==> src/rtl/recent_req_table.sv <==
module recent_req_table #(
  parameter int TAG_W   = 12,
  parameter int ENTRIES = 16
) (
  input  logic             clk,
  input  logic             rst_n,
  input  logic             wl_en,
  input  logic [TAG_W-1:0] wl_tag,
  input  logic             wr_en,
  input  logic [TAG_W-1:0] wr_tag,
  input  logic [TAG_W-1:0] q_tag,
  output logic             q_hit_left,
  output logic             q_hit_right,
  output logic             q_hit
);
  localparam int IDX_W = $clog2(ENTRIES);

  if ((1 << IDX_W) != ENTRIES) begin : g_bad_entries
    $error("ENTRIES must be a power of two");
  end

  function automatic logic [IDX_W-1:0] slot_of(input logic [TAG_W-1:0] t, input int w);
    logic [TAG_W-1:0] h1, mix;
    h1  = t >> w;
    mix = h1 ^ (h1 >> IDX_W);
    return mix[IDX_W-1:0];
  endfunction

  logic [1:0] bank_hit;

  for (genvar b = 0; b < 2; b++) begin : g_bank
    logic             we;
    logic [TAG_W-1:0] wt;
    logic [IDX_W-1:0] wslot, qslot;
    logic [TAG_W-1:0] tags [ENTRIES];
    logic [ENTRIES-1:0] vld;

    assign we    = (b == 0) ? wl_en  : wr_en;
    assign wt    = (b == 0) ? wl_tag : wr_tag;
    assign wslot = slot_of(wt, b);
    assign qslot = slot_of(q_tag, b);

    always_ff @(posedge clk or negedge rst_n)
      if (!rst_n)  vld <= '0;
      else if (we) vld[wslot] <= 1'b1;

    always_ff @(posedge clk)
      if (we) tags[wslot] <= wt;

    assign bank_hit[b] = vld[qslot] && (tags[qslot] == q_tag);
  end

  assign q_hit_left  = bank_hit[0];
  assign q_hit_right = bank_hit[1];
  assign q_hit       = |bank_hit;

  a_r1_empty_after_reset: assert property (@(posedge clk) disable iff (!rst_n)
    $rose(rst_n) |-> !q_hit);

  a_r4_left_write_visible: assert property (@(posedge clk) disable iff (!rst_n)
    wl_en |=> (q_tag != $past(wl_tag)) || q_hit_left);

  a_r5_right_write_visible: assert property (@(posedge clk) disable iff (!rst_n)
    wr_en |=> (q_tag != $past(wr_tag)) || q_hit_right);

  a_r9_idle_holds: assert property (@(posedge clk) disable iff (!rst_n)
    (!$past(wl_en) && !$past(wr_en) && $stable(q_tag)) |-> $stable({q_hit_left, q_hit_right}));

  a_r6_any_bank: assert property (@(posedge clk) disable iff (!rst_n)
    q_hit |-> (q_hit_left || q_hit_right));
endmodule

==> config.mk <==
export PLATFORM = sky130hd
export DESIGN_NAME = recent_req_table
export DESIGN_NICKNAME = d
export VERILOG_FILES = /design/src/rtl/recent_req_table.sv
export SDC_FILE = /design/constraint.sdc
export NUM_CORES = 1
export LEC_CHECK = 0
export BUFFER_PORTS_ARGS = -buffer_cell sky130_fd_sc_hd__buf_4
export CAP_MARGIN = 20
export CORE_MARGIN = 2
export CORE_UTILIZATION = 35
export CTS_CLUSTER_DIAMETER = 120
export DETAILED_ROUTE_END_ITERATION = 10
export SLEW_MARGIN = 0
export SYNTH_ARGS = -nofsm -noshare
export SYNTH_HDL_FRONTEND = slang
export SYNTH_SLANG_ARGS = --single-unit
==> constraint.sdc <==
create_clock -name clk -period 4.9 [get_ports clk]
set_input_delay 1.47 -clock clk [delete_from_list [all_inputs] [get_ports clk]]
set_output_delay 1.47 -clock clk [all_outputs]
set_load 0.005 [all_outputs]
==> flow_metrics.tcl, run 1 <==
set metrics [dict create \
    ios 43 \
    antenna_found_initial 1 \
    dr.first_iter.drc_count 609 \
    arrival_ns 4.04 \
    critical_path_class "input port to primary output" \
    multiInputGateArea_sq_mm 0.00447 \
    place_hpwl_um 25700 \
    setup_viol 3 \
    slew-limit-headroom_pct 41.0 \
    drt_first_pass_iters 5 \
    crit_chain "buf_6 -> xor2_4 -> buf_12 -> buf_12 -> buf_6 -> mux4_2 -> nor2_1 -> or3_1 -> a221o_1 -> nor4_2 -> nand4_1 -> buf_6 -> o31ai_4 -> buf_4" \
    synth_area_leaders "edfxtp_1 (68%), mux4_2 (13%), dfrtp_1 (4.7%)" \
    power_mw 8.28 \
    vias_per_cell 5.19 \
    cap_violations 0 \
    fin_area_sq_mm 0.0205 \
    min_path_type "flip-flop to flip-flop" \
    synth_seq_area_share_pct 72.4 \
    synth_area_per_cell_sq_um 20.2 \
    use_met2_pct 25.4 \
    worstPathBufferInverterCount 6 \
    setup.worst_path.end_class "primary output" \
    dp.cells 1585 \
    rsz0062_at_grt "true" \
    place_area_sq_mm 0.0189 \
    use_met1_pct 23.0 \
    die_h_um 225 \
    rows 80 \
    cpMostUsedCell "buf_6" \
    violations "setup timing" \
    required_ns 3.43 \
    setup_tns_ns -1.72 \
    drive_gt1_share_pct 36.9 \
    synth.distinct_cells 56 \
    grt_use_total_pct 16.2 \
    hold_violations 0 \
    hold-worst-slack_ns 0.466 \
    num_vias 8675 \
    fin_ws_ns -0.607 \
    synth_commonest_cells "edfxtp_1 (384), mux4_2 (95), nor2_1 (46)" \
    p_per_area_mw_per_mm2 405 \
    p_leak_nw 6.88 \
    synth-seq-cells 416 \
    die_area_sq_mm 0.0505 \
    synth_top_area_share_pct 67.7 \
    route.detailed.drc 0 \
    post-route-util_pct 42.7 \
    ys_warn_count 0 \
    die_width_um 225 \
    layout.nets 1064 \
    post-route-period-util_pct 112 \
    wl_um 40300 \
    syn2layout_area_growth_pct 20.0 \
    cts.sinks 416 \
    initial_core_util_pct 35.5 \
    cts_tree "done" \
    postSynth.asyncResetShare_pct 7.69 \
    core_sq_mm 0.0479 \
    synth-edff-count 384 \
    period_minus_slack_ns 5.51 \
    place_ws_ns -0.778 \
    grt_pass1_wl_um 59400 \
    ir_worst_vdd_uv 201 \
    h-tree-depth 2 \
    synth_area_sq_mm 0.0170 \
    synth.most_common_cell "edfxtp_1" \
    critPathSlowestCell "mux4_2" \
    fill_cells 4098 \
    regArea_sq_mm 0.0123 \
    tightest_slew_ns 0.882 \
    overflow 0 \
    synth_nets 885 \
    slew_viol_final 0 \
    status "complete, but fails checks" \
    wire_per_inst_um 24.1 \
    crit_family "buffers and inverters" \
    cts_hold_buf 0 \
    synth_cells 845 \
    fmax_mhz 182 \
    stdcell_count 1672 \
    globalRouteMet3Util_pct 2.47 \
    grt_pass1_vias 9018 \
    cts-buffers-inserted 41 \
    cts_root_buf "clkbuf_16" \
    crit_fanout 5 \
    insertion_delay_ns 0.56 \
    ys.flop_type "edfxtp_1" \
    place.gp.congestion 0.803 \
    fin_skew_ns 0 \
    numPortBuffers 42 \
    yosysTopAreaCell "edfxtp_1" \
    ant_nets 0 \
    grt_busiest_layer "met2" \
    cts_max_path_buffers 3 \
    clk_pin_slew_worst_paths_ns 0.06 \
    cpPeakStageDelay_ns 0.37 \
    grt_start_max_net_pins 33 \
    start_kind "input port" \
]
layout by cell type (no fill, tap or decap), types with 9 or more instances in the layout:
master     count
buf_4        143
nand2_1       32
nor2_1        45
xor2_1        20
dfrtp_1       32
nand3_1       12
mux2i_1       41
buf_6          9
mux4_2        99
clkbuf_16     43
xnor2_1       21
or2_2         32
clkbuf_1      16
buf_12        13
edfxtp_1     384
power breakdown:
part	total, mW	internal [mW]	switching, mW
Clock	3.03	1.72	1.30
Sequential	4.15	4.08	0.0637
Combinational	1.11	0.568	0.542
kinds of logic after synthesis:
logic type | share of synthesized area, %
AND/OR/NAND/NOR | 4.42
AO/OA/AOI/OAI | 1.50
XOR/XNOR | 2.83
flip-flops | 72.4
multiplexers | 16.6
buffers and inverters | 2.25
what timing repair did:
item,CTS,global route
gates resized for setup,33,17
setup endpoints to repair,3,3
endpoints found under the hold margin,0,0
gates cloned,2,1
pin swaps,10,12
buffers inserted,6,4
metal layers:
metal	up-vias	share of wire, %
met3	80	4.3
met2	220	47
met1	4614	46
met4	0	3.0
met5	-	0
li1	3761	-
layout make-up:
class | instances | share of cell area [%]
tap | 615 | 3.76
timing repair buffer | 172 | 7.70
sequential | 416 | 60.3
clock inverter | 14 | 0.655
antenna | 2 | 0.0245
inverter | 8 | 0.147
clock buffer | 60 | 5.57
multi-input combinational | 385 | 21.8
registers in the layout, summed over array words and instances (netlist names):
register	cells
g_bank.vld	32
g_bank.tags	384
worst paths after layout:
check / start / end / slack, ns / cells after the start
max: q_tag[1] / q_hit / -0.61 / 14
min: g_bank[0].vld[4] / g_bank[0].vld[4] / 0.47 / 1
min in group asynchronous: rst_n / g_bank[1].vld[0] / 0.86 / 1
min reg2reg: g_bank[0].vld[4] / g_bank[0].vld[4] / 0.47 / 1
max in group asynchronous: rst_n / g_bank[1].vld[8] / 3.72 / 1
max reg2reg: g_bank[1].vld[14] / g_bank[1].vld[14] / 4.10 / 1
No activity file was read; power rests on OpenSTA's default activity.
==> run 2, diff against run 1 <==
- REMOVE_ABC_BUFFERS: default -> 1
- clock period: 4.9 -> 5.3 ns (I/O delays scaled with it)
==> run 2 against run 1 <==
  * Power is 5.8% lower
  * The flow still finishes with violations (setup timing)
  * Die area is the same
  * Design area increased by 1.2%
  * Largest power group unchanged
  * Hold slack got worse by 0.0039 ns
  * Clock power shrank 4%
  * Sequential power is 7.7% lower
  * Global-route usage up 0.24 points
  * Clock-buffer cell count decreased by 5
==> flow_metrics.tcl, run 2 (same netlist as run 1, synthesis figures left out) <==
set metrics [dict create \
    required_ns 3.71 \
    violations "setup timing" \
    cap_violations 0 \
    vias_per_cell 5.21 \
    ant_nets 0 \
    status "complete, but fails checks" \
    r2r_setup_slack_ns 4.50 \
    r2r-end "g_bank[1].vld[5]" \
    initial_core_util_pct 35.5 \
    syn2layout_area_growth_pct 21.4 \
    wl_um 40600 \
    dp.cells 1574 \
    place_hpwl_um 26200 \
    critPathSlowestCell "mux4_2" \
    min_path_type "flip-flop to flip-flop" \
    start_kind "input port" \
    cts_tree "done" \
    reg2reg_depth 1 \
    fin_skew_ns 0 \
    diodes 0 \
    core_sq_mm 0.0479 \
    layout_commonest_cell "edfxtp_1" \
    hold_path_end "g_bank[1].vld[10]" \
    hold_violations 0 \
    insertion_delay_ns 0.54 \
    dr.first_iter.drc_count 777 \
    drt_first_pass_iters 5 \
    die_area_sq_mm 0.0505 \
    fmax_mhz 173 \
    cts-buffers-inserted 42 \
    die_width_um 225 \
    cts_hold_buf 0 \
    ir_worst_vdd_uv 207 \
    cts_root_buf "clkbuf_16" \
    grt_use_total_pct 16.4 \
    overflow 0 \
    clk_pin_slew_worst_paths_ns 0.06 \
    fin_ws_ns -0.483 \
    h-tree-depth 2 \
    numPortBuffers 42 \
    setup.worst_path.end_class "primary output" \
    slew-limit-headroom_pct 29.2 \
    place.gp.congestion 0.780 \
    layout_common_cells "edfxtp_1 (384), buf_4 (133), mux4_2 (99)" \
    largest_reg_flops 384 \
    setup_viol 3 \
    grt_pass1_vias 9053 \
    die_h_um 225 \
    route.detailed.drc 0 \
    cts_max_path_buffers 3 \
    slew_viol_final 0 \
    antenna_found_initial 1 \
    critical_path_class "input port to primary output" \
    stdcell_count 1673 \
    rows 80 \
    reg_top3 "g_bank.tags (384), g_bank.vld (32)" \
    post-route-period-util_pct 109 \
    cpPeakStageDelay_ns 0.50 \
    hold_path_startpoint "g_bank[1].vld[10]" \
    num_vias 8709 \
    wire_per_inst_um 24.2 \
    multiInputGateArea_sq_mm 0.00453 \
    crit_fanout 6 \
    p_per_area_mw_per_mm2 377 \
    arrival_ns 4.19 \
    ios 43 \
    period_minus_slack_ns 5.78 \
    grt_start_max_net_pins 33 \
    holdPathStages 1 \
    layout.nets 1065 \
    power_mw 7.80 \
    grt_pass1_wl_um 60100 \
    p_leak_nw 6.96 \
    cts.sinks 416 \
    reg2reg_from "g_bank[1].vld[5]" \
    fill_cells 4058 \
    largest_register "g_bank.tags" \
    drive_gt1_share_pct 37.7 \
    regArea_sq_mm 0.0123 \
    rsz0062_at_grt "true" \
    tightest_slew_ns 1.06 \
    crit_chain "buf_8 -> xor2_4 -> buf_12 -> buf_16 -> buf_8 -> mux4_2 -> mux2i_1 -> mux2i_1 -> xor2_1 -> a2111oi_2 -> nand4_1 -> buf_6 -> o31ai_4 -> buf_4" \
]
## run 2: area by class of cell
cell class / instances / share of cell area (%)
Clock buffer: 55 / 5.47
Tap cell: 615 / 3.72
Multi-Input combinational cell: 385 / 21.9
Inverter: 8 / 0.157
Timing Repair Buffer: 172 / 8.10
Sequential cell: 416 / 59.6
Clock inverter: 22 / 1.06
## run 2: power by group
group,switching [mW],leakage [nW],internal [mW]
Sequential,0.0571,3.80,3.77
Clock,1.21,0.651,1.71
Combinational,0.513,2.52,0.542
## run 2: per-layer routing
layer  vias up  track usage (%)  part of all wire [%]
met4         2             5.11                   2.4
met5         -                0                 0.042
met1      4579             22.6                    42
met3        69             2.73                   6.4
met2       291             26.8                    49
li1       3768                -                     -
## run 2: per-stage QoR
step | hold WS [ns] | setup WS (ns) | setup TNS, ns | utilization, % | area, sq um
4_1_cts | 0.464 | -0.507 | -1.37 | 43.0 | 20600
3_5_place_dp | 0.448 | -0.792 | -2.07 | 39.1 | 18700
5_1_grt | 0.469 | -0.649 | -1.75 | 43.2 | 20700
6_report | 0.462 | -0.483 | -1.33 | 43.2 | 20700
2_1_floorplan | 0.434 | -2.29 | -6.61 | - | 16700
3_3_place_gp | 0.446 | -0.734 | -1.99 | 39.1 | 18700
## run 2: worst max-delay path: cells and delay by family
family,cells,cell delay [ns]
simple gates,1,0.15
buf+inv,6,0.87
xor+xnor,2,0.40
mux,3,0.80
compound gates,2,0.37
## run 2: timing repair
item | 4_1_cts | 5_1_grt
pin swaps | 19 | 2
resized for setup | 66 | 9
gates cloned | 3 | 0
endpoints found under the setup margin | 3 | 3
setup buffers | 17 | 3
## run 2: how the worst max path moves through the flow
| stage | from | end | depth (start not counted) |
|---|---|---|---|
| 2_1_floorplan | q_tag[6] | q_hit | 8 |
| 3_3_place_gp | q_tag[5] | q_hit | 11 |
| 3_5_place_dp | q_tag[5] | q_hit | 12 |
| 4_1_cts | q_tag[4] | q_hit | 12 |
| 5_1_grt | q_tag[1] | q_hit | 14 |
| 6_report | q_tag[1] | q_hit | 14 |
